$ cat src/rtl/pim_pkg.sv
package pim_pkg;

    typedef enum logic {
        GATE_CLOSED = 1'b0,
        GATE_OPEN   = 1'b1
    } gate_state_t;

    typedef enum logic {
        AVG_IDLE    = 1'b0,
        AVG_COLLECT = 1'b1
    } avg_state_t;

endpackage

$ cat src/rtl/pim_edge_chan.sv
// One input channel: two-flop synchroniser, rising-edge detector and
// an edge decimator that keeps every 2^pre_sel-th edge.
module pim_edge_chan #(
    parameter int PRE_W = 2
) (
    input  logic             clk,
    input  logic             rst_n,
    input  logic             sig_in,
    input  logic [PRE_W-1:0] pre_sel,
    output logic             edge_o
);
    localparam int DIV_W = (1 << PRE_W) - 1;

    logic             sync1, sync2, prev;
    logic             rise;
    logic [DIV_W-1:0] div_cnt;
    logic [DIV_W-1:0] keep_mask;

    always_ff @(posedge clk or negedge rst_n) begin
        if (!rst_n) begin
            sync1 <= 1'b0;
            sync2 <= 1'b0;
            prev  <= 1'b0;
        end else begin
            sync1 <= sig_in;
            sync2 <= sync1;
            prev  <= sync2;
        end
    end

    assign rise = sync2 & ~prev;

    always_comb begin
        keep_mask = DIV_W'((1 << pre_sel) - 1);
    end

    always_ff @(posedge clk or negedge rst_n) begin
        if (!rst_n) begin
            div_cnt <= '0;
        end else if (rise) begin
            div_cnt <= div_cnt + 1'b1;
        end
    end

    assign edge_o = rise && ((div_cnt & keep_mask) == '0);

endmodule

$ cat src/rtl/pim_gate.sv
// Gate controller: counts clock cycles from start edge to stop edge.
module pim_gate
    import pim_pkg::*;
#(
    parameter int CNT_W = 16
) (
    input  logic             clk,
    input  logic             rst_n,
    input  logic             start_i,
    input  logic             stop_i,
    output logic             iv_valid,
    output logic [CNT_W-1:0] iv_value,
    output logic             ovf_o,
    output logic             ovl_o
);
    localparam logic [CNT_W-1:0] CNT_MAX = {CNT_W{1'b1}};

    gate_state_t      state, state_nx;
    logic [CNT_W-1:0] cnt;

    // state register
    always_ff @(posedge clk or negedge rst_n) begin
        if (!rst_n) state <= GATE_CLOSED;
        else        state <= state_nx;
    end

    // transitions: open, close, restart
    always_comb begin
        state_nx = state;
        unique case (state)
            GATE_CLOSED: if (start_i) state_nx = GATE_OPEN;
            GATE_OPEN:   if (stop_i)  state_nx = GATE_CLOSED;
            default:     state_nx = GATE_CLOSED;
        endcase
    end

    // counter and outputs
    always_ff @(posedge clk or negedge rst_n) begin
        if (!rst_n) begin
            cnt      <= '0;
            iv_valid <= 1'b0;
            iv_value <= '0;
            ovf_o    <= 1'b0;
            ovl_o    <= 1'b0;
        end else begin
            iv_valid <= 1'b0;
            unique case (state)
                GATE_CLOSED: begin
                    if (start_i) cnt <= CNT_W'(1);
                end
                GATE_OPEN: begin
                    if (stop_i) begin
                        iv_valid <= 1'b1;
                        iv_value <= cnt;
                    end else if (start_i) begin
                        cnt   <= CNT_W'(1);
                        ovl_o <= 1'b1;
                    end else if (cnt == CNT_MAX) begin
                        ovf_o <= 1'b1;
                    end else begin
                        cnt <= cnt + 1'b1;
                    end
                end
                default: cnt <= '0;
            endcase
        end
    end

endmodule

$ cat src/rtl/pim_avg.sv
// Averager: sums 2^k intervals and shifts right by k.
module pim_avg
    import pim_pkg::*;
#(
    parameter int CNT_W = 16,
    parameter int AVG_W = 3
) (
    input  logic             clk,
    input  logic             rst_n,
    input  logic [AVG_W-1:0] avg_sel,
    input  logic             iv_valid,
    input  logic [CNT_W-1:0] iv_value,
    output logic [CNT_W-1:0] avg_out,
    output logic             avg_done
);
    localparam int MAX_SH = (1 << AVG_W) - 1;
    localparam int SUM_W  = CNT_W + MAX_SH;
    localparam int N_W    = MAX_SH + 1;

    avg_state_t       state, state_nx;
    logic [AVG_W-1:0] k_lat;
    logic [N_W-1:0]   n_cnt;
    logic [SUM_W-1:0] sum;
    logic [SUM_W-1:0] iv_ext;
    logic [SUM_W-1:0] sum_nx;
    logic [SUM_W-1:0] shifted;
    logic             last;

    assign iv_ext  = {{MAX_SH{1'b0}}, iv_value};
    assign sum_nx  = sum + iv_ext;
    assign shifted = sum_nx >> k_lat;
    assign last    = (n_cnt == N_W'((1 << k_lat) - 1));

    // state register
    always_ff @(posedge clk or negedge rst_n) begin
        if (!rst_n) state <= AVG_IDLE;
        else        state <= state_nx;
    end

    // transitions: begin, finish-single, finish
    always_comb begin
        state_nx = state;
        unique case (state)
            AVG_IDLE:    if (iv_valid && avg_sel != '0) state_nx = AVG_COLLECT;
            AVG_COLLECT: if (iv_valid && last)          state_nx = AVG_IDLE;
            default:     state_nx = AVG_IDLE;
        endcase
    end

    // datapath and outputs
    always_ff @(posedge clk or negedge rst_n) begin
        if (!rst_n) begin
            k_lat    <= '0;
            n_cnt    <= '0;
            sum      <= '0;
            avg_out  <= '0;
            avg_done <= 1'b0;
        end else begin
            avg_done <= 1'b0;
            unique case (state)
                AVG_IDLE: begin
                    k_lat <= avg_sel;
                    if (iv_valid) begin
                        if (avg_sel == '0) begin
                            avg_out  <= iv_value;
                            avg_done <= 1'b1;
                        end else begin
                            sum   <= iv_ext;
                            n_cnt <= N_W'(1);
                        end
                    end
                end
                AVG_COLLECT: begin
                    if (iv_valid) begin
                        if (last) begin
                            avg_out  <= shifted[CNT_W-1:0];
                            avg_done <= 1'b1;
                            sum      <= '0;
                            n_cnt    <= '0;
                        end else begin
                            sum   <= sum_nx;
                            n_cnt <= n_cnt + 1'b1;
                        end
                    end
                end
                default: n_cnt <= '0;
            endcase
        end
    end

endmodule

$ cat src/rtl/phase_interval_meter.sv
module phase_interval_meter
    import pim_pkg::*;
#(
    parameter int CNT_W = 16,
    parameter int AVG_W = 3,
    parameter int PRE_W = 2
) (
    input  logic             clk,
    input  logic             rst_n,
    input  logic             ch_a,
    input  logic             ch_b,
    input  logic [AVG_W-1:0] avg_sel,
    input  logic [PRE_W-1:0] pre_sel,
    output logic [CNT_W-1:0] avg_out,
    output logic             avg_done,
    output logic             ovf_flag,
    output logic             overlap_flag
);
    localparam int NCH = 2;

    logic [NCH-1:0]   raw;
    logic [NCH-1:0]   edges;
    logic             iv_valid;
    logic [CNT_W-1:0] iv_value;

    assign raw = {ch_b, ch_a};

    for (genvar g = 0; g < NCH; g++) begin : g_chan
        pim_edge_chan #(.PRE_W(PRE_W)) u_chan (
            .clk     (clk),
            .rst_n   (rst_n),
            .sig_in  (raw[g]),
            .pre_sel (pre_sel),
            .edge_o  (edges[g])
        );
    end

    pim_gate #(.CNT_W(CNT_W)) u_gate (
        .clk      (clk),
        .rst_n    (rst_n),
        .start_i  (edges[0]),
        .stop_i   (edges[1]),
        .iv_valid (iv_valid),
        .iv_value (iv_value),
        .ovf_o    (ovf_flag),
        .ovl_o    (overlap_flag)
    );

    pim_avg #(.CNT_W(CNT_W), .AVG_W(AVG_W)) u_avg (
        .clk      (clk),
        .rst_n    (rst_n),
        .avg_sel  (avg_sel),
        .iv_valid (iv_valid),
        .iv_value (iv_value),
        .avg_out  (avg_out),
        .avg_done (avg_done)
    );

endmodule

$ cat config.mk
export PLATFORM = sky130hd
export DESIGN_NAME = phase_interval_meter
export DESIGN_NICKNAME = d
export VERILOG_FILES = /design/src/rtl/pim_pkg.sv /design/src/rtl/pim_edge_chan.sv /design/src/rtl/pim_gate.sv /design/src/rtl/pim_avg.sv /design/src/rtl/phase_interval_meter.sv
export SDC_FILE = /design/constraint.sdc
export NUM_CORES = 1
export LEC_CHECK = 0
export ABC_AREA = 1
export BUFFER_PORTS_ARGS = -buffer_cell sky130_fd_sc_hd__clkbuf_2
export CAP_MARGIN = 20
export CORE_MARGIN = 2
export CORE_UTILIZATION = 50
export CTS_CLUSTER_SIZE = 30
export DETAILED_ROUTE_END_ITERATION = 16
export PLACE_DENSITY_LB_ADDON = 0.1
export RECOVER_POWER = 100
export SETUP_SLACK_MARGIN = 0.4
export SKIP_LAST_GASP = 1
export SYNTH_ARGS = -nofsm -noshare
export SYNTH_HDL_FRONTEND = slang
export SYNTH_HIERARCHICAL = 1
export SYNTH_SLANG_ARGS = --single-unit
$ cat constraint.sdc
create_clock -name clk -period 7.4 [get_ports clk]
set_input_delay 0.74 -clock clk [delete_from_list [all_inputs] [get_ports clk]]
set_output_delay 0.74 -clock clk [all_outputs]
set_load 0.1 [all_outputs]
# ---- After elaboration in Yosys (flattened, before gate mapping)
# Cells that the tools add are included.
dict set report totals {
  out_inout_bits 19
  register_bits 100
}
dict set report op_classes {
  muxes 33
  shifts 3
  n_eq_ne 10
  n_reduce_logical 14
  bitwise 10
  addsub 7
}
# cell n
set ops {}
lappend ops {{16-bit two-way mux} 8}
lappend ops {{23-bit two-way mux} 4}
lappend ops {{16-bit one-hot mux with 2 select lines} 2}
lappend ops {{23-bit one-hot mux with 2 select lines} 1}
lappend ops {{8-bit two-way mux} 4}
lappend ops {{23-bit by 16-bit adder with 23-bit output} 1}
lappend ops {{23-bit by 3-bit >> shifter with 16-bit output} 1}
lappend ops {{16-bit by 1-bit adder with 16-bit output (second input constant)} 1}
lappend ops {{16-bit == test (second input constant)} 1}
lappend ops {{8-bit one-hot mux with 2 select lines} 1}
lappend ops {{2-bit inequality test (second input constant)} 6}
lappend ops {{1-bit two-way mux} 10}
lappend ops {{3-bit zero test} 3}
lappend ops {{3-bit AND reduction} 3}
lappend ops {{8-bit by 1-bit adder with 8-bit output (second input constant)} 1}
lappend ops {{8-bit == test} 1}
lappend ops {{4-bit AND reduction} 2}
lappend ops {{1-bit by 3-bit << shifter with 8-bit output (first input constant)} 1}
lappend ops {{8-bit by 2-bit subtractor with 8-bit output (second input constant)} 1}
lappend ops {{3-bit by 1-bit adder with 3-bit output (second input constant)} 2}
lappend ops {{3-bit AND} 2}
lappend ops {{1-bit inverter} 6}
lappend ops {{1-bit one-hot mux with 2 select lines} 3}
lappend ops {{1-bit logical AND} 4}
lappend ops {{7 further kinds} 8}

# ---- Depth between registers and ports, before layout
# Gate-level depths: netlist of run 1.
dict set report logic_depth {
  depth_word 8
  mapped_depth 18
  depth_no_buf 18
}

# ---- By module
# The synthesis of run 1 kept the hierarchy.
# module area_each_um2 cells_per_inst instances
set modules_own_cells {}
lappend modules_own_cells {pim_avg 4638.2 734 1}
lappend modules_own_cells {pim_gate 1810.5 232 1}
lappend modules_own_cells {pim_edge_chan 247.7 26 2}

# ---- Least setup slack after synthesis of run 1
# Ideal clock, no wire load.
dict set report synth_path {
  path_kind {reg-to-reg}
  start {register u_avg.k_lat[0]}
  end {register u_avg.n_cnt[2]}
  t_arrival_ps 2187
  path_slack_ps 5071
  n_path_buf 2
  stages_incl_launch_ff 15
  cell_sequence {dfrtp_1 -> inv_1 -> clkbuf_1 -> nor2_1 -> nand2_1 -> ha_1 -> xnor2_1 -> xnor2_1 -> nor3_4 -> nand3_1 -> nand2_1 -> inv_2 -> nand2_4 -> buf_6 -> o22ai_2}
}
dict set report synth_between {
  elab_chain_len 6
}
# item line
set synth_lines {}
lappend synth_lines {{start, declared} pim_avg.sv:21} ;# logic [AVG_W-1:0] k_lat;
lappend synth_lines {{start signal, assigned} pim_avg.sv:62} ;# k_lat <= avg_sel;
lappend synth_lines {{1-bit by 3-bit << shifter with 8-bit output} pim_avg.sv:32} ;# assign last = (n_cnt == N_W'((1 << k_lat) - 1));
lappend synth_lines {{8-bit by 2-bit subtractor with 8-bit output} pim_avg.sv:32}
lappend synth_lines {{8-bit == test} pim_avg.sv:32}
lappend synth_lines {{8-bit two-way mux} pim_avg.sv:75} ;# if (last) begin
lappend synth_lines {{8-bit two-way mux} pim_avg.sv:74} ;# if (iv_valid) begin
lappend synth_lines {{8-bit one-hot mux with 2 select lines} pim_avg.sv:60} ;# unique case (state)
lappend synth_lines {{end signal, assigned} pim_avg.sv:82} ;# n_cnt <= n_cnt + 1'b1;
lappend synth_lines {{end, declared} pim_avg.sv:22} ;# logic [N_W-1:0] n_cnt;
# No other way between the ends. The select of a mux whose other input is x is not followed.
# A chain may end at the register's enable or synchronous reset.

# ---- Final worst setup path of run 1
dict set report layout_path {
  start {register u_avg.k_lat[0]}
  end {register u_avg.sum[14]}
}
dict set report layout_between {
  elab_chain_len 6
}
# item line
set layout_lines {}
lappend layout_lines {{1-bit by 3-bit << shifter with 8-bit output} pim_avg.sv:32}
lappend layout_lines {{8-bit by 2-bit subtractor with 8-bit output} pim_avg.sv:32}
lappend layout_lines {{8-bit == test} pim_avg.sv:32}
lappend layout_lines {{23-bit two-way mux} pim_avg.sv:75}
lappend layout_lines {{23-bit two-way mux} pim_avg.sv:74}
lappend layout_lines {{23-bit one-hot mux with 2 select lines} pim_avg.sv:60}
lappend layout_lines {{end signal, assigned} pim_avg.sv:68} ;# sum <= iv_ext;
lappend layout_lines {{end signal, assigned} pim_avg.sv:81} ;# sum <= sum_nx;
lappend layout_lines {{end, declared} pim_avg.sv:23} ;# logic [SUM_W-1:0] sum;
# No other way between the ends. The select of a mux whose other input is x is not followed.

==> summary.md, run 1 <==
| Metric | Value |
|---|---|
| Endpoints failing hold | `0` |
| # diodes | `0` |
| RR Startpoint | `u_avg/k_lat[0]` |
| Worst-Margin Slew | `2.04 ns` |
| #FFs+latches synth | `100` |
| Register area share after synthesis | `0.360` |
| Post-CTS Setup Bufs | `0` |
| FFs w/ async S/R, synth | `1.00` |
| Psw | `0.936 mW` |
| DP HPWL | `15100 um` |
| Yosys top cell by area | `dfrtp_1` |
| Share of cells above drive strength 1 | `0.0528` |
| RSZ-0062 raised after global routing | `no` |
| Core area | `0.0137 mm^2` |
| Max Transition Viols Final | `37` |
| Die height | `122 um` |
| Ports | `28` |
| CP Launch Type | `register` |
| Worst path most repeated cell | `nand2_1` |
| Vias in the first global route | `6276` |
| Multi-input gate area | `0.00377 mm^2` |
| Hold Path Cell Cnt | `0` |
| Die area | `0.0148 mm^2` |
| Reg2Reg Capture Point | `u_avg/sum[14]` |
| Most common cell after layout, fill and taps aside | `nand2_1` |
| Sequential power share | `0.360` |
| Crit path cell chain | `inv_1, nor2_1, nand2_1, ha_1, or2_2, nand4_1, nor3_4, nand3_1, nand2_1, inv_1, nand2_1, o221ai_1` |
| Critical path's slowest cell | `dfrtp_1` |
| Failing checks | `capacitance limit, slew limit` |
| Initial Util | `0.506` |
| Worst r2r path cells | `12` |
| Crit Path Category | `reg -> reg` |
| Max clock buf depth | `2` |
| Crit path DAT | `4.48 ns` |
| Primary FF master, synth | `dfrtp_1` |
| Drt initial violations | `518` |
| DRT Pass-1 Iters | `5` |
| Max IR drop VDD | `0.000197 V` |
| Tot Pwr | `2.14 mW` |
| DR WL/cell | `15.9 um` |
| CP max FO | `24` |
| Skew-Pair Late Insertion Delay | `0.36 ns` |
| Hold EP | `g_chan[0].u_chan/sync2` |
| ANT nets after route | `0` |
| CP peak stage delay | `0.82 ns` |
| Tmin final | `4.24 ns` |
| Syn Nets | `1049` |
| Total Wirelength | `19500 um` |
| Clock tree sinks | `100` |
| Tcrit/Tclk final | `0.572` |
| Post-synth EDFFs | `0` |
| Largest net degree at the start of global routing | `66` |
| CP Capture Type | `register` |
| Overall routing resource usage | `0.278` |
| Post-CTS Hold Buffers | `0` |
| PwrDens | `289 mW/mm^2` |
| Die width | `122 um` |
| Comb power frac | `0.422` |
| Syn_area_per_cell | `6.82 um^2` |
| Highest clock rate | `0.236 GHz` |
| Clock root buffer | `clkbuf_16` |
| Setup Skew | `0.00776 ns` |
| Synth Instances | `1018` |
| Hold WC Path Type | `reg -> reg` |
| Top-area cell type share of the netlist area | `0.360` |
| Seq. cell area | `0.00250 mm^2` |
| Cell Area, Synth | `0.00694 mm^2` |
| Relative slew slack | `-0.361` |
| Commonest non-fill, non-tap cells in the layout | `344 x nand2_1, 126 x nand3_1, 125 x inv_1` |
| Setup tns final | `0 ns` |
| FILL cells | `1423` |
| Area Growth Syn to Fin | `6.76%` |
| Max_cap viols | `1` |
| Worst Path Required | `7.64 ns` |
| Remaining DRCs | `0` |
| Grt total ovfl | `0` |
| Leakage | `3.69 nW` |
| Clock group share of total power | `0.218` |
| Htree depth | `3` |
| CTS Buf Count | `9` |
| Via count | `6545` |
| Number of distinct library cells after synthesis | `41` |
| Area contributors post-synth | `dfrtp_1 36%, nand2_1 18%, nand3_1 9.1%` |
| Synth warn | `6` |
| Reg2Reg Setup Slack | `3.16 ns` |
| CTS tree | `built` |
| Rows | `43` |
| Fin nets | `1068` |
| P_int | `1.21 mW` |
| Initial antenna violation count | `0` |
| GPL Wtd Cong | `0.980` |
| Sw Share | `0.437` |
| Clock slew at reported path FFs | `0.07 ns` |
| Hold_sp | `g_chan[0].u_chan/sync1` |
| Outcome | `finished with violations` |
| Setup-failing EPs final | `0` |
| First-pass GRT wire length | `31800 um` |
| Post-CTS sizing | `0` |
| # port buffers | `27` |
| Vias per inst | `5.36` |
## layer usage
metal | GRT usage | vias to the layer above | part of all wire
met4 | 0.144 | 0 | 0.050
met1 | 0.339 | 2977 | 0.42
met2 | 0.475 | 196 | 0.49
met5 | 0 | - | 0
met3 | 0.0435 | 62 | 0.041
li1 | - | 3310 | -
## worst max path at each step
stage	start	to	slack, ns	depth (start not counted)
after floorplan	u_avg/k_lat[0]	u_avg/n_cnt[2]	5.07	14
after global placement	u_avg/k_lat[0]	u_avg/sum[15]	4.12	12
after detailed placement	u_avg/k_lat[0]	u_avg/sum[14]	3.95	12
after CTS	u_avg/k_lat[0]	u_avg/sum[10]	3.93	12
after global routing	u_avg/k_lat[0]	u_avg/sum[10]	2.81	13
final	u_avg/k_lat[0]	u_avg/sum[14]	3.16	12
## cell type report
cell class / count / area share
Clock buffer: 10 / 0.0322
Tap cell: 180 / 0.0304
Multi-Input combinational cell: 764 / 0.508
Sequential cell: 100 / 0.338
Timing Repair Buffer: 30 / 0.0172
Inverter: 132 / 0.0668
Clock inverter: 6 / 0.00743
## power groups by stage
stage                     Clock, mW  Combinational, mW  Sequential (mW)
after floorplan                   0              0.692            0.744
after global placement            0              0.913            0.777
after detailed placement          0              0.914            0.777
after CTS                     0.482              0.915            0.769
after global routing          0.500               1.02            0.787
final                         0.467              0.905            0.771
## worst max-delay path, delay by kind of cell (launching register included)
family,cells,cell delay [ns]
adders and majority gates,1,0.31
DFF,1,0.82
buffers and inverters,2,0.85
and+or+nand+nor,8,1.72
AOI/OAI and AO/OA,1,0.40
## state kept, by name, summed over array words and instances (netlist names)
signal and cells:
u_gate/ovl_o 1, u_gate/state 1, u_avg/avg_done 1, u_gate/iv_value 16, g_chan.u_chan/prev 2, u_avg/avg_out 16, g_chan.u_chan/sync2 2, u_gate/iv_valid 1
u_avg/k_lat 3, g_chan.u_chan/sync1 2, u_avg/sum 23, u_gate/ovf_o 1, u_avg/state 1, g_chan.u_chan/div_cnt 6, u_gate/cnt 16, u_avg/n_cnt 8
## cell usage after synthesis (2+ instances only)
cell      count
o21ai_1       5
inv_2         8
a21oi_1      28
nand3b_1      7
nand3_1     126
buf_2         2
o22ai_2      10
a22oi_1       2
or2_2         4
nor2_1      102
inv_1       123
xor2_1       15
nand2_1     341
nand4_1      13
a31oi_1       3
buf_6         4
nand2_4       3
dfrtp_1     100
a21boi_0      5
nor3_1        7
o21ai_0      28
xnor2_1       8
ha_1         21
nor2_4        2
o21bai_1      2
o221ai_1      9
nor2_2        7
o211ai_1      6
clkbuf_1     15
## logic make-up after synthesis
family,after synthesis,synth area share
adders and majority gates,22,0.0407
AOI/OAI and AO/OA,100,0.0959
xor gates and xnor gates,24,0.0314
DFF,100,0.360
and+or+nand+nor,618,0.383
buffers and inverters,154,0.0885
## stage by stage
stage | hold WS [ns] | instances | utilization | worst slack (ns) | area, um^2
floorplan | 0.331 | 1018 | - | 5.07 | 6940
global placement | 0.333 | 1206 | 0.526 | 4.12 | 7210
detailed placement | 0.341 | 1206 | 0.526 | 3.95 | 7210
CTS | 0.349 | 1222 | 0.547 | 3.93 | 7510
global route | 0.364 | 1222 | 0.540 | 2.81 | 7410
finish | 0.356 | 1222 | 0.540 | 3.16 | 7410
(Power assumes the default switching activity.)
==> run 2, diff against run 1 <==
==> constraint.sdc (replaced) <==
create_clock -name clk -period 3.45 [get_ports clk]
set_input_delay 0.345 -clock clk [delete_from_list [all_inputs] [get_ports clk]]
set_output_delay 0.345 -clock clk [all_outputs]
set_load 0.1 [all_outputs]
==> run 2 against run 1 <==
Compared with the run above: the flow finishes with violations (slew limit); cell area fell by 0.25%; critical path depth rose by 1; sequential share of layout area rose by 0.086 points; critical path type unchanged.
==> summary.md, run 2 (synthesized netlist as in run 1, its figures left out) <==
| Metric | Value |
|---|---|
| Fin nets | `1075 (+0.66%)` |
| Clock tree sinks | `100 (unchanged)` |
| Met3 Track Usage GR | `0.0538 (+0.0103)` |
| CTS Buf Count | `9 (unchanged)` |
| Largest Register | `u_avg/sum` |
| Initial antenna violation count | `0 (unchanged)` |
| Vias in the first global route | `6306 (+0.48%)` |
| PnR worst setup slack | `0.544 ns (-2.62 ns)` |
| Crit path DAT | `3.15 ns (-1.33 ns)` |
| PwrDens | `608 mW/mm^2 (+110%)` |
| Initial Util | `0.506 (unchanged)` |
| Fin Hold WS | `0.0903 ns (-0.266 ns)` |
| Hold WC Path Type | `in -> reg` |
| Die width | `122 um (unchanged)` |
| Tot Pwr | `4.49 mW (+110%)` |
| CP Launch Type | `register` |
| Worst Path Required | `3.70 ns (-3.94 ns)` |
| Setup Skew | `0.00614 ns (-0.00162 ns)` |
| DP Area | `0.00727 mm^2 (+0.73%)` |
| DP HPWL | `15200 um (+0.19%)` |
| Vias per inst | `5.40 (+0.76%)` |
| DP Worst Slack | `0.602 ns (-3.35 ns)` |
| Tcrit/Tclk final | `0.842 (+0.270)` |
| Clock root buffer | `clkbuf_16` |
| CP Capture Type | `register` |
| GR met1 Demand/Resource | `0.348 (+0.00842)` |
| Total Wirelength | `19900 um (+2.2%)` |
| Grt total ovfl | `0 (unchanged)` |
| GPL Wtd Cong | `0.973 (-0.77%)` |
| Clock slew at reported path FFs | `0.07 ns (about the same)` |
| Leakage | `3.70 nW (+0.51%)` |
| Failing checks | `slew limit` |
| Setup-failing EPs final | `0 (unchanged)` |
| GR Util met2 | `0.479 (+0.00489)` |
| DR WL/cell | `16.2 um (+1.7%)` |
| CTS tree | `built` |
| # diodes | `0 (unchanged)` |
| Most used routing layer in global routing | `met2` |
| Share of cells above drive strength 1 | `0.0534 (+0.000652)` |
| RSZ-0062 raised after global routing | `no` |
| Htree depth | `3 (unchanged)` |
| Crit Path Category | `reg -> reg` |
| Die height | `122 um (unchanged)` |
| Max_cap viols | `0 (-1)` |
| Max clock buf depth | `2 (unchanged)` |
| Highest clock rate | `0.344 GHz (+46%)` |
| Relative slew slack | `-0.000919 (+0.360)` |
| Skew-Pair Late Insertion Delay | `0.36 ns (about the same)` |
| Core area | `0.0137 mm^2 (unchanged)` |
| Ports | `28 (unchanged)` |
| Drt initial violations | `565 (+9.1%)` |
| Non-filler cells, final | `1228 (+0.49%)` |
| Via count | `6627 (+1.3%)` |
| Worst-Margin Slew | `1.50 ns (-0.539 ns)` |
| Die area | `0.0148 mm^2 (unchanged)` |
| Placed cells | `1213 (+0.58%)` |
| CP max FO | `25 (+4.2%)` |
| Area Growth Syn to Fin | `6.49%` |
| Max reg flops | `23 (unchanged)` |
| Max Transition Viols Final | `25 (-32%)` |
| FILL cells | `1438 (+1.1%)` |
| Outcome | `finished with violations` |
| DRT Pass-1 Iters | `6 (+1)` |
| Max IR drop VDD | `0.000436 V (+120%)` |
| Post-CTS Hold Buffers | `0 (unchanged)` |
| Overall routing resource usage | `0.282 (+0.00400)` |
| First-pass GRT wire length | `32200 um (+1.3%)` |
| Largest net degree at the start of global routing | `57 (-14%)` |
| Layout Utilization | `0.539 (-0.00137)` |
| Most common cell after layout, fill and taps aside | `nand2_1` |
| Commonest non-fill, non-tap cells in the layout | `342 x nand2_1, 127 x nand3_1, 125 x inv_1` |
| Setup tns final | `0 ns (unchanged)` |
| Tmin final | `2.91 ns (-1.33 ns)` |
| Fin area | `0.00739 mm^2 (-0.25%)` |
| Remaining DRCs | `0 (unchanged)` |
| ANT nets after route | `0 (unchanged)` |
| Endpoints failing hold | `0 (unchanged)` |
| Rows | `43 (unchanged)` |
| # port buffers | `27 (unchanged)` |
run 2: cell count changes in the layout (fill, tap and decap cells not counted), moves of 2 or more:
cell | previous run | this run
nor2_2 | 7 | 9
buf_4 | 2 | 7
clkbuf_2 | 6 | 8
nand2_4 | 0 | 2
clkinv_4 | 2 | 0
clkinv_2 | 0 | 2
o22ai_2 | 9 | 1
nand2_1 | 344 | 342
o22ai_1 | 1 | 9
nor2_1 | 103 | 101
run 2: where the power goes:
group          total, mW  internal (mW)  switching (mW)  leakage, nW
Clock              0.969          0.491           0.477        0.131
Combinational       1.88          0.635            1.24         2.35
Sequential          1.65           1.41           0.238         1.22
run 2: layer usage:
layer / wire, um / vias to the layer above
li1: - / 3317
met1: 8300 / 3055
met2: 9830 / 193
met3: 902 / 62
met4: 861 / 0
met5: 0 / -
run 2: worst paths after layout:
check / start / slack [ns] / endpoint / cells past startpoint
max: u_avg/k_lat[1] / 0.54 / u_avg/avg_out[3] / 13
min: ch_a / 0.09 / g_chan[0].u_chan/sync1 / 1
max reg2reg: u_avg/k_lat[1] / 0.54 / u_avg/avg_out[3] / 13
min reg2reg: g_chan[0].u_chan/sync1 / 0.35 / g_chan[0].u_chan/sync2 / 0
max in group asynchronous: rst_n / 1.27 / u_gate/iv_value[15] / 2
min in group asynchronous: rst_n / 0.32 / u_avg/sum[17] / 1
run 2: final cells by class:
cell class / instances / area (um^2) / area share
inverter: 132 / 495 / 0.0670
timing repair buffer: 37 / 175 / 0.0237
clock inverter: 5 / 37.5 / 0.00508
tap: 180 / 225 / 0.0305
clock buffer: 10 / 229 / 0.0310
multi-input combinational: 764 / 3730 / 0.504
sequential: 100 / 2500 / 0.338
run 2: timing repair:
action / 4_1_cts / 5_1_grt
resized for setup: 0 / 2
buffers inserted: 0 / 0
setup endpoints to repair: 0 / 14
run 2: worst max-delay path: stages (launching register included):
cell	delay, ns
dfrtp_1	0.51
nor2_1	0.38
nand2_1	0.16
ha_1	0.28
nand2_1	0.10
inv_1	0.05
o21ai_0	0.07
nand2_1	0.12
xor2_1	0.27
nand4_4	0.21
nand2_4	0.28
inv_1	0.14
nor2_1	0.14
a21oi_1	0.08
==> run 3, diff against run 2 <==
==> constraint.sdc (replaced) <==
create_clock -name clk -period 2.6 [get_ports clk]
set_input_delay 0.26 -clock clk [delete_from_list [all_inputs] [get_ports clk]]
set_output_delay 0.26 -clock clk [all_outputs]
set_load 0.1 [all_outputs]
==> run 3 against run 2 <==
Compared with the run above: the flow now finishes without violations; clock skew grew 0.0072 ns; via count grew 3.4%; maximum frequency grew 23%; core utilization grew 7.7 points; critical path type unchanged; highest routed layer unchanged.
==> summary.md, run 3 (synthesized netlist as in run 1, its figures left out) <==
| Metric | Value |
|---|---|
| DP Worst Slack | `0.146 ns (-0.456 ns)` |
| Seq. cell area | `0.00251 mm^2 (+0.25%)` |
| Tcrit/Tclk final | `0.908 (+0.0658)` |
| Relative slew slack | `0.184 (+0.185)` |
| Commonest non-fill, non-tap cells in the layout | `309 x nand2_1, 117 x inv_1, 95 x dfrtp_1` |
| CTS Buf Count | `9 (unchanged)` |
| Worst path buffer plus inverter count | `2 (unchanged)` |
| Via count | `6852 (+3.4%)` |
| Multi-input gate area | `0.00442 mm^2 (+19%)` |
| Crit Path Category | `reg -> reg` |
| Drt initial violations | `553 (-2.1%)` |
| Die height | `122 um (unchanged)` |
| Core area | `0.0137 mm^2 (unchanged)` |
| Crit-path leading delay family | `simple AND/OR/NAND/NOR gates` |
| Area Growth Syn to Fin | `21.6%` |
| Remaining DRCs | `0 (unchanged)` |
| # diodes | `0 (unchanged)` |
| Outcome | `complete, no violations` |
| FILL cells | `1313 (-8.7%)` |
| Crit path DAT | `2.59 ns (-0.56 ns)` |
| Die area | `0.0148 mm^2 (unchanged)` |
| Initial Util | `0.506 (unchanged)` |
| Max clock buf depth | `2 (unchanged)` |
| Worst Path Required | `2.82 ns (-0.88 ns)` |
| Critical path's slowest cell | `dfrtp_1` |
| Ports | `28 (unchanged)` |
| Clock tree sinks | `100 (unchanged)` |
| Setup Skew | `0.0133 ns (+0.00721 ns)` |
| Fin nets | `1112 (+3.4%)` |
| Crit path cell chain | `nor2_1, nand2_1, ha_4, xnor2_4, xnor2_1, nor3_4, nand3_1, nand2_1, inv_4, buf_4, nand3_1, o211ai_1` |
| Vias in the first global route | `6326 (+0.32%)` |
| Setup tns final | `0 ns (unchanged)` |
| DRT Pass-1 Iters | `5 (-1)` |
| Skew-Pair Late Insertion Delay | `0.36 ns (about the same)` |
| PwrDens | `821 mW/mm^2 (+35%)` |
| CP peak stage delay | `0.44 ns (-0.07 ns)` |
| DR WL/cell | `16.7 um (+3.1%)` |
| Leakage | `4.05 nW (+9.4%)` |
| First-pass GRT wire length | `33000 um (+2.3%)` |
| Share of cells above drive strength 1 | `0.203 (+0.150)` |
| Total Wirelength | `21200 um (+6.3%)` |
| Grt total ovfl | `0 (unchanged)` |
| ANT nets after route | `0 (unchanged)` |
| Worst-Margin Slew | `1.22 ns (-0.277 ns)` |
| Max Transition Viols Final | `0 (-100%)` |
| Setup-failing EPs final | `0 (unchanged)` |
| Tmin final | `2.36 ns (-0.545 ns)` |
| CP Capture Type | `register` |
| RSZ-0062 raised after global routing | `yes` |
| DP HPWL | `15600 um (+3.0%)` |
| Max IR drop VDD | `0.000544 V (+25%)` |
| Hold WC Path Type | `in -> reg` |
| CP Launch Type | `register` |
| Overall routing resource usage | `0.289 (+0.00687)` |
| GPL Wtd Cong | `1.00 (+3.0%)` |
| Max reg flops | `23 (unchanged)` |
| # port buffers | `27 (unchanged)` |
| Clock slew at reported path FFs | `0.07 ns (about the same)` |
| Layout Utilization | `0.616 (+0.0766)` |
| Largest Register | `u_avg/sum` |
| Vias per inst | `5.41 (+0.29%)` |
| Htree depth | `3 (unchanged)` |
| CTS tree | `built` |
| Highest clock rate | `0.424 GHz (+23%)` |
| Die width | `122 um (unchanged)` |
| Largest net degree at the start of global routing | `57 (unchanged)` |
| Rows | `43 (unchanged)` |
| CP max FO | `6 (-76%)` |
| Max_cap viols | `0 (unchanged)` |
| PnR worst setup slack | `0.239 ns (-0.305 ns)` |
| Endpoints failing hold | `0 (unchanged)` |
| Most common cell after layout, fill and taps aside | `nand2_1` |
| Initial antenna violation count | `0 (unchanged)` |
| Clock root buffer | `clkbuf_16` |
run 3: cell types whose count changed in the layout (fill, tap and decap cells not counted), sizes merged:
cell / before / now
buf: 7 / 39
bufinv: 0 / 1
clkbuf: 40 / 43
clkinv: 3 / 1
dlygate4sd3: 0 / 2
inv: 133 / 134
nand2: 345 / 346
run 3: final cells by class:
| cell class | instances | share of cell area |
|---|---|---|
| multi-input combinational | 765 | 0.524 |
| clock inverter | 5 | 0.00785 |
| timing repair buffer | 73 | 0.0572 |
| inverter | 132 | 0.0590 |
| sequential | 100 | 0.297 |
| tap | 180 | 0.0267 |
| clock buffer | 11 | 0.0287 |
run 3: what timing repair did:
item	CTS	global route
setup buffers	14	10
hold endpoints to repair	45	0
pin swaps	28	36
gates resized for setup	71	84
setup endpoints to repair	44	46
gates cloned	0	1
hold buffers	2	0
run 3: per-stage QoR:
step | instance area (um^2) | instances | hold WS (ns) | power (mW)
floorplan | 7000 | 1018 | -0.0356 | 4.10
global placement | 7400 | 1223 | 0.318 | 4.83
finish | 8450 | 1266 | 0.0196 | 6.93
global route | 8450 | 1266 | 0.0162 | 7.41
detailed placement | 7400 | 1223 | 0.316 | 4.82
CTS | 8180 | 1255 | 0.00950 | 6.68
run 3: path summary, 6_finish.rpt:
path | start | end | slack, ns | cells past startpoint
hold reg to reg | g_chan[1].u_chan/sync1 | g_chan[1].u_chan/sync2 | 0.36 | 0
setup reg to reg | u_avg/k_lat[1] | u_avg/sum[5] | 0.24 | 12
setup / recovery | u_avg/k_lat[1] | u_avg/sum[5] | 0.24 | 12
hold / removal | ch_b | g_chan[1].u_chan/sync1 | 0.02 | 1
max in group asynchronous | rst_n | u_gate/iv_value[10] | 1.01 | 3
min in group asynchronous | rst_n | u_avg/n_cnt[6] | 0.68 | 2
run 3: worst reg2reg max path: stages, from the launching register on:
cell and delay (ns):
dfrtp_1 0.44, nor2_1 0.16, nand2_1 0.13, ha_4 0.21, xnor2_4 0.13, xnor2_1 0.17, nor3_4 0.25, nand3_1 0.13
nand2_1 0.13, inv_4 0.08, buf_4 0.17, nand3_1 0.12, o211ai_1 0.11
run 3: routing by layer:
layer	up-vias	GRT usage	share of wire
li1	3396	-	-
met1	3172	0.380	0.42
met2	234	0.483	0.48
met3	50	0.0534	0.062
met4	0	0.0898	0.033
met5	-	0	0
run 3: power breakdown:
part | internal (mW) | leakage, nW | switching, mW
registers | 1.87 | 1.21 | 0.369
clock network | 0.788 | 0.149 | 0.638
logic | 1.32 | 2.69 | 1.94
total | 3.98 | 4.05 | 2.95
